===== src/rtl/adc_burst_pkg.sv =====
package adc_burst_pkg;

  typedef enum logic [2:0] {
    ST_IDLE,
    ST_LEAD,
    ST_HIGH,
    ST_LOW,
    ST_GAP
  } eng_st_e;

  // saturating increment on a 32-bit view
  function automatic logic [31:0] sat_inc(input logic [31:0] v, input logic [31:0] top);
    return (v >= top) ? v : v + 32'd1;
  endfunction

  // buffer slot for a frame; frame 0 has no slot
  function automatic logic [31:0] slot_of(input logic [31:0] frame);
    return frame - 32'd1;
  endfunction

endpackage


===== src/rtl/adc_trig_gate.sv =====
module adc_trig_gate #(
  parameter int OVR_W = 8
) (
  input  logic             clk,
  input  logic             rst_n,
  input  logic             trig_i,
  input  logic             busy_i,
  output logic             start_o,
  output logic [OVR_W-1:0] ovr_cnt_o
);
  import adc_burst_pkg::*;

  localparam int OVR_MAX = (1 << OVR_W) - 1;

  logic trig_q;
  logic trig_rise;

  assign trig_rise = trig_i & ~trig_q;
  assign start_o   = trig_rise & ~busy_i;

  always_ff @(posedge clk or negedge rst_n) begin
    if (!rst_n) begin
      trig_q    <= 1'b0;
      ovr_cnt_o <= '0;
    end else begin
      trig_q <= trig_i;
      if (trig_rise && busy_i)
        ovr_cnt_o <= OVR_W'(sat_inc(32'(ovr_cnt_o), 32'(OVR_MAX)));
    end
  end


  overrun_monotonic_chk: assert property (@(posedge clk) disable iff (!rst_n)
    ovr_cnt_o >= $past(ovr_cnt_o));


  start_when_idle_chk: assert property (@(posedge clk) disable iff (!rst_n)
    start_o |-> !busy_i);

endmodule


===== src/rtl/adc_frame_engine.sv =====
module adc_frame_engine #(
  parameter int FRAME_BITS = 14,
  parameter int RES_BITS   = 12,
  parameter int BURST_LEN  = 14,
  parameter int CLK_DIV    = 2,
  parameter int CS_LEAD    = 3,
  parameter int CS_GAP     = 1,
  parameter int IDX_W      = $clog2(BURST_LEN)
) (
  input  logic                             clk,
  input  logic                             rst_n,
  input  logic                             start_i,
  input  logic                             sdata_i,
  output logic                             cs_n_o,
  output logic                             sclk_o,
  output logic                             busy_o,
  output logic                             wr_en_o,
  output logic [IDX_W-1:0]                 wr_idx_o,
  output logic [RES_BITS-1:0]              wr_res_o,
  output logic [FRAME_BITS-RES_BITS-1:0]   wr_lead_o
);
  import adc_burst_pkg::*;

  localparam int LEAD_W = FRAME_BITS - RES_BITS;
  localparam int FRW    = $clog2(BURST_LEN + 2);
  localparam int BW     = $clog2(FRAME_BITS + 1);
  localparam int CMAX   = (CLK_DIV > CS_LEAD) ? ((CLK_DIV > CS_GAP) ? CLK_DIV : CS_GAP)
                                              : ((CS_LEAD > CS_GAP) ? CS_LEAD : CS_GAP);
  localparam int CW     = $clog2(CMAX + 1);

  eng_st_e               st;
  logic [CW-1:0]         cnt;
  logic [BW-1:0]         bit_cnt;
  logic [FRW-1:0]        frame;
  logic [FRAME_BITS-1:0] shreg;

  // named events for checking
  logic cnt_zero;
  logic sample_ev;
  logic frm_end;
  logic last_frame;

  assign cnt_zero   = (cnt == '0);
  assign frm_end    = (st == ST_LOW) && cnt_zero && (bit_cnt == BW'(FRAME_BITS));
  assign sample_ev  = cnt_zero && ((st == ST_LEAD) ||
                      ((st == ST_LOW) && (bit_cnt != BW'(FRAME_BITS))));
  assign last_frame = (frame == FRW'(BURST_LEN));

  assign cs_n_o = (st == ST_IDLE) || (st == ST_GAP);
  assign sclk_o = (st == ST_HIGH);
  assign busy_o = (st != ST_IDLE);

  assign wr_en_o   = frm_end && (frame != '0);
  assign wr_idx_o  = IDX_W'(slot_of(32'(frame)));
  assign wr_res_o  = shreg[RES_BITS-1:0];
  assign wr_lead_o = shreg[FRAME_BITS-1 -: LEAD_W];

  always_ff @(posedge clk or negedge rst_n) begin
    if (!rst_n) begin
      st      <= ST_IDLE;
      cnt     <= '0;
      bit_cnt <= '0;
      frame   <= '0;
      shreg   <= '0;
    end else begin
      if (sample_ev) begin
        shreg   <= {shreg[FRAME_BITS-2:0], sdata_i};
        bit_cnt <= bit_cnt + 1'b1;
      end
      unique case (st)
        ST_IDLE: if (start_i) begin
          st      <= ST_LEAD;
          cnt     <= CW'(CS_LEAD - 1);
          frame   <= '0;
          bit_cnt <= '0;
        end
        ST_LEAD: if (cnt_zero) begin
          st  <= ST_HIGH;
          cnt <= CW'(CLK_DIV - 1);
        end else cnt <= cnt - 1'b1;
        ST_HIGH: if (cnt_zero) begin
          st  <= ST_LOW;
          cnt <= CW'(CLK_DIV - 1);
        end else cnt <= cnt - 1'b1;
        ST_LOW: if (!cnt_zero) begin
          cnt <= cnt - 1'b1;
        end else if (frm_end) begin
          if (last_frame) st <= ST_IDLE;
          else begin
            st    <= ST_GAP;
            cnt   <= CW'(CS_GAP - 1);
            frame <= frame + 1'b1;
          end
        end else begin
          st  <= ST_HIGH;
          cnt <= CW'(CLK_DIV - 1);
        end
        ST_GAP: if (cnt_zero) begin
          st      <= ST_LEAD;
          cnt     <= CW'(CS_LEAD - 1);
          bit_cnt <= '0;
        end else cnt <= cnt - 1'b1;
        default: st <= ST_IDLE;
      endcase
    end
  end

  // independent count of serial clock rises within a frame
  logic          sclk_q;
  logic [BW-1:0] rise_cnt;
  always_ff @(posedge clk or negedge rst_n) begin
    if (!rst_n) begin
      sclk_q   <= 1'b0;
      rise_cnt <= '0;
    end else begin
      sclk_q <= sclk_o;
      if (cs_n_o) rise_cnt <= '0;
      else if (sclk_o && !sclk_q) rise_cnt <= rise_cnt + 1'b1;
    end
  end


  pulses_per_frame_chk: assert property (@(posedge clk) disable iff (!rst_n)
    $rose(cs_n_o) |-> (rise_cnt == BW'(FRAME_BITS)));


  cs_release_low_chk: assert property (@(posedge clk) disable iff (!rst_n)
    $rose(cs_n_o) |-> !$past(sclk_o));

endmodule


===== src/rtl/adc_result_buf.sv =====
module adc_result_buf #(
  parameter int RES_BITS  = 12,
  parameter int LEAD_W    = 2,
  parameter int BURST_LEN = 14,
  parameter int IDX_W     = $clog2(BURST_LEN)
) (
  input  logic                clk,
  input  logic                rst_n,
  input  logic                start_i,
  input  logic                wr_en_i,
  input  logic [IDX_W-1:0]    wr_idx_i,
  input  logic [RES_BITS-1:0] wr_res_i,
  input  logic [LEAD_W-1:0]   wr_lead_i,
  input  logic [IDX_W-1:0]    rd_idx_i,
  output logic [RES_BITS-1:0] rd_data_o,
  output logic                done_o,
  output logic                err_o
);
  localparam int WCW = $clog2(BURST_LEN + 1);

  logic [RES_BITS-1:0] mem [BURST_LEN];
  logic                last_wr;

  assign last_wr   = wr_en_i && (32'(wr_idx_i) == BURST_LEN - 1);
  assign rd_data_o = (32'(rd_idx_i) < BURST_LEN) ? mem[rd_idx_i] : '0;

  always_ff @(posedge clk or negedge rst_n) begin
    if (!rst_n) begin
      for (int i = 0; i < BURST_LEN; i++) mem[i] <= '0;
      done_o <= 1'b0;
      err_o  <= 1'b0;
    end else begin
      done_o <= last_wr;
      if (start_i) err_o <= 1'b0;
      else if (wr_en_i && (wr_lead_i != '0)) err_o <= 1'b1;
      if (wr_en_i) mem[wr_idx_i] <= wr_res_i;
    end
  end

  // write count per burst, kept for the checks
  logic [WCW-1:0] wr_cnt;
  always_ff @(posedge clk or negedge rst_n) begin
    if (!rst_n) wr_cnt <= '0;
    else if (start_i) wr_cnt <= '0;
    else if (wr_en_i) wr_cnt <= wr_cnt + 1'b1;
  end


  full_burst_written_chk: assert property (@(posedge clk) disable iff (!rst_n)
    done_o |-> (wr_cnt == WCW'(BURST_LEN)));


  done_single_chk: assert property (@(posedge clk) disable iff (!rst_n)
    done_o |=> !done_o);

endmodule


===== src/rtl/adc_burst_reader.sv =====
module adc_burst_reader #(
  parameter int FRAME_BITS = 14,
  parameter int RES_BITS   = 12,
  parameter int BURST_LEN  = 14,
  parameter int CLK_DIV    = 2,
  parameter int CS_LEAD    = 3,
  parameter int CS_GAP     = 1,
  parameter int OVR_W      = 8,
  parameter int IDX_W      = $clog2(BURST_LEN)
) (
  input  logic                clk,
  input  logic                rst_n,
  input  logic                trig_i,
  input  logic                sdata_i,
  output logic                cs_n_o,
  output logic                sclk_o,
  output logic                busy_o,
  output logic                done_o,
  output logic                frame_err_o,
  output logic [OVR_W-1:0]    ovr_cnt_o,
  input  logic [IDX_W-1:0]    rd_idx_i,
  output logic [RES_BITS-1:0] rd_data_o
);
  localparam int LEAD_W = FRAME_BITS - RES_BITS;

  logic                start;
  logic                wr_en;
  logic [IDX_W-1:0]    wr_idx;
  logic [RES_BITS-1:0] wr_res;
  logic [LEAD_W-1:0]   wr_lead;

  adc_trig_gate #(.OVR_W(OVR_W)) u_gate (
    .clk(clk), .rst_n(rst_n), .trig_i(trig_i), .busy_i(busy_o),
    .start_o(start), .ovr_cnt_o(ovr_cnt_o)
  );

  adc_frame_engine #(
    .FRAME_BITS(FRAME_BITS), .RES_BITS(RES_BITS), .BURST_LEN(BURST_LEN),
    .CLK_DIV(CLK_DIV), .CS_LEAD(CS_LEAD), .CS_GAP(CS_GAP), .IDX_W(IDX_W)
  ) u_eng (
    .clk(clk), .rst_n(rst_n), .start_i(start), .sdata_i(sdata_i),
    .cs_n_o(cs_n_o), .sclk_o(sclk_o), .busy_o(busy_o),
    .wr_en_o(wr_en), .wr_idx_o(wr_idx), .wr_res_o(wr_res), .wr_lead_o(wr_lead)
  );

  adc_result_buf #(
    .RES_BITS(RES_BITS), .LEAD_W(LEAD_W), .BURST_LEN(BURST_LEN), .IDX_W(IDX_W)
  ) u_buf (
    .clk(clk), .rst_n(rst_n), .start_i(start), .wr_en_i(wr_en),
    .wr_idx_i(wr_idx), .wr_res_i(wr_res), .wr_lead_i(wr_lead),
    .rd_idx_i(rd_idx_i), .rd_data_o(rd_data_o), .done_o(done_o), .err_o(frame_err_o)
  );


  idle_at_done_chk: assert property (@(posedge clk) disable iff (!rst_n)
    done_o |-> !busy_o);

endmodule


===== config.mk =====
export PLATFORM = sky130hd
export DESIGN_NAME = adc_burst_reader
export DESIGN_NICKNAME = d
export VERILOG_FILES = /design/src/rtl/adc_burst_pkg.sv /design/src/rtl/adc_trig_gate.sv /design/src/rtl/adc_frame_engine.sv /design/src/rtl/adc_result_buf.sv /design/src/rtl/adc_burst_reader.sv
export SDC_FILE = /design/constraint.sdc
export NUM_CORES = 1
export LEC_CHECK = 0
export ABC_AREA = 0
export ABC_CLOCK_PERIOD_IN_PS = 2000
export BUFFER_PORTS_ARGS = -buffer_cell sky130_fd_sc_hd__buf_2
export CORE_MARGIN = 8
export CORE_UTILIZATION = 50
export CTS_CLUSTER_DIAMETER = 50
export DETAILED_ROUTE_END_ITERATION = 10
export PLACE_DENSITY = 0.67
export SYNTH_ARGS = -nofsm -noshare
export SYNTH_HDL_FRONTEND = slang
export SYNTH_SLANG_ARGS = --single-unit

===== constraint.sdc =====
create_clock -name clk -period 2 [get_ports clk]
set_input_delay 0.1 -clock clk [delete_from_list [all_inputs] [get_ports clk]]
set_output_delay 0.1 -clock clk [all_outputs]
set_load 0.03 [all_outputs]

==> out/qor.yml <==
cp.arrival_ns: 2.09
worstPathRequired_ns: 1.90
rsz0062_at_grt: "yes"
clk_pin_slew_worst_paths_ns: 0.06
syn-mean-instance-area_sq_um: 11.5
critPathCaptureType: "primary output"
vdd_ir_drop_max_mv: 0.874
clock_sinks: 206
ys_seq_area_share_pct: 53.4
htree_levels: 1
wirelength_mm: 28.6
vias_per_cell: 6.37
grt_first_pass_wirelength_mm: 44.8
start_util_pct: 50.3
status: "finished, violations left"
yosys_warnings: 0
power_leakage_nw: 5.18
syn_to_final_growth_pct: 24.0
critPathMaxStageDelay_ns: 0.49
gp_congestion: 0.843
cts_buffers: 26
setup_viol: 12
criticalPathCategory: "reg -> out"
max-cap-violations: 0
grt_pass1_vias: 7986
power_density_nw_per_um2: 833
wl_per_cell_um: 23.6
grt_util_met1_pct: 30.5
grt_busiest_layer: "met2"
slew_headroom_pct: 48.1
synthArstFlopShare_pct: 100
finalHoldViolCount: 0
antenna_found_initial: 0
gr-total-overflow: 0
violations: "setup timing"
rows: 51
core_sq_um: 19200
min_period_ns: 2.19
die_area_sq_um: 24000
grt_max_degree: 72
critPathSlowestCell: "mux4_2"
met3_usage_pct: 4.74
antenna_cells: 0
tightest_slew_ns: 0.776
crit_chain: "mux4_2 > nor2b_4 > a211oi_2 > a21oi_2 > buf_6"
io_buffer_count: 32
final_common_cell: "dfrtp_1"
root_buffer: "clkbuf_16"
fin_crit_sh_pct: 109
drive_above_1_share_pct: 30.5
fin_skew_ns: 0.0190
vias: 7713
antenna_left: 0
cts_tree: "yes"
synth_cell_types: 53
synthCells: 840
ios: 33
first_iter_violations: 729
dp_hpwl_mm: 18.0
post-place-ws_ns: -0.157
fmax_ghz: 0.457
ys.flop_type: "dfrtp_1"
synth_edf_count: 0
synth_nets: 859
fin_ws_ns: -0.190
holdWs_ns: 0.0692
ys_ff_latch: 206
maxSlewViolCount: 0
synthesis.area_sq_um: 9660
dieWidth_um: 155
grtUsageTotal_pct: 23.7
final_cell_mix: "205 x dfrtp_1, 128 x o21ai_0, 95 x o2bb2ai_1"
cts_buffer_depth: 3
firstDrtPassIters: 6
hp-class: "in -> async"
die_h_um: 155
critical_path.max_fanout: 2
drc_errors: 0
met2_usage_pct: 39.5
clk_latency_ns: 0.54
nNetsFinal: 946
cp-start-kind: "flip-flop"
==> worst max-delay path, delay by kind of cell, from the launching register on <==
family	cells	cell delay, ns
AO/OA/AOI/OAI	2	0.33
buffers and inverters	1	0.19
flip-flops	1	0.40
multiplexers	1	0.49
AND/OR/NAND/NOR	1	0.15
==> layer usage <==
metal	up-vias	share of wire (%)
met2	368	49
met3	94	7.6
met4	0	3.4
met1	3934	40
li1	3317	-
met5	-	0
==> cell type report <==
cell class              count  area, sq um
clock inverters            11          165
repair buffers            127         1170
inverters                  13         48.8
flip-flops and latches    206         5160
multi-input cells         553         4350
fillers                  1489         7230
well taps                 265          332
clock buffers              35          754
==> state kept, by name (all words and copies together) (netlist names) <==
name,flops
u_eng.bit_cnt,4
u_buf.done_o,1
u_eng.cnt,2
u_eng.shreg,14
u_eng.frame,4
u_gate.trig_q,1
u_buf.err_o,1
u_gate.ovr_cnt_o,8
u_eng.st,3
u_buf.mem,168
==> path summary, 6_finish.rpt <==
path,startpoint,end,slack (ns),depth (start not counted)
min in group clk,trig_i,u_gate.trig_q$_DFF_PN0_,0.25,2
hold / removal,rst_n,u_buf.mem[76]$_DFFE_PN0P_,0.07,2
setup reg to reg,u_eng.frame[0]$_DFFE_PN0P_,u_buf.mem[135]$_DFFE_PN0P_,0.02,6
hold reg to reg,u_buf.mem[29]$_DFFE_PN0P_,u_buf.mem[29]$_DFFE_PN0P_,0.48,1
max in group asynchronous,rst_n,u_gate.ovr_cnt_o[5]$_DFFE_PN0P_,1.05,3
setup / recovery,u_buf.mem[132]$_DFFE_PN0P_,rd_data_o[0],-0.19,5
==> Yosys cell counts (2+ instances only) <==
| library cell | count | area, sq um |
|---|---|---|
| nand2_2 | 10 | 62.6 |
| xnor2_1 | 6 | 52.6 |
| o21ai_0 | 141 | 706 |
| o31ai_1 | 2 | 15.0 |
| nor2b_1 | 13 | 81.3 |
| buf_6 | 5 | 56.3 |
| a31o_2 | 2 | 17.5 |
| inv_1 | 13 | 48.8 |
| nand3_1 | 6 | 30.0 |
| o211ai_1 | 2 | 15.0 |
| mux2i_1 | 2 | 20.0 |
| nand2_1 | 84 | 315 |
| o2bb2ai_1 | 96 | 841 |
| o21ai_2 | 5 | 43.8 |
| and3b_1 | 3 | 26.3 |
| and4_1 | 5 | 43.8 |
| buf_2 | 19 | 95.1 |
| o21ai_1 | 7 | 35.0 |
| and3_1 | 6 | 37.5 |
| nor3b_1 | 2 | 15.0 |
| or2_2 | 2 | 12.5 |
| clkbuf_1 | 39 | 146 |
| a22oi_1 | 12 | 90.1 |
| ha_1 | 11 | 138 |
| nand2b_1 | 3 | 18.8 |
| mux2_2 | 13 | 146 |
| nor3_1 | 4 | 20.0 |
| nand3b_1 | 2 | 15.0 |
| a211oi_1 | 12 | 90.1 |
| dfrtp_1 | 206 | 5150 |
| buf_4 | 6 | 45.0 |
| nand4_1 | 10 | 62.6 |
| a21oi_1 | 26 | 130 |
| mux4_2 | 36 | 811 |
| nor2_1 | 11 | 41.3 |
==> cells by family (layout without fill, tap and decap cells) <==
logic type / after synthesis / in the layout / synth area share [%]
compound gates: 315 / 315 / 21.7
xor+xnor: 7 / 7 / 0.635
fa+ha+maj: 11 / 11 / 1.42
buf+inv: 82 / 186 / 4.05
flops: 206 / 206 / 53.4
mux: 51 / 51 / 10.1
simple gates: 168 / 169 / 8.73
==> what timing repair did <==
item	4_1_cts	5_1_grt
resized for setup	42	49
setup endpoints to repair	125	130
hold buffers	3	0
setup buffers	6	7
endpoints found under the hold margin	168	0
gates cloned	1	2
pin swaps	12	5
==> through the flow <==
stage / total power, mW / area, sq um / utilization (%) / setup TNS (ns) / cells
floorplan: 4.78 / 9670 / - / 0 / 840
global placement: 5.08 / 10600 / 55.3 / -0.317 / 1145
detailed placement: 5.10 / 10600 / 55.3 / -8.18 / 1145
CTS: 10.0 / 11800 / 61.2 / -1.24 / 1201
global route: 10.3 / 12000 / 62.4 / -2.30 / 1210
finish: 9.98 / 12000 / 62.4 / -1.29 / 1210
==> power breakdown <==
| group | switching, mW | leakage (nW) | internal [mW] |
|---|---|---|---|
| registers | 0.106 | 2.80 | 4.24 |
| clock network | 1.86 | 0.449 | 3.04 |
| logic | 0.479 | 1.93 | 0.242 |
| total | 2.45 | 5.18 | 7.53 |
Power figures use the tool's default switching activity.
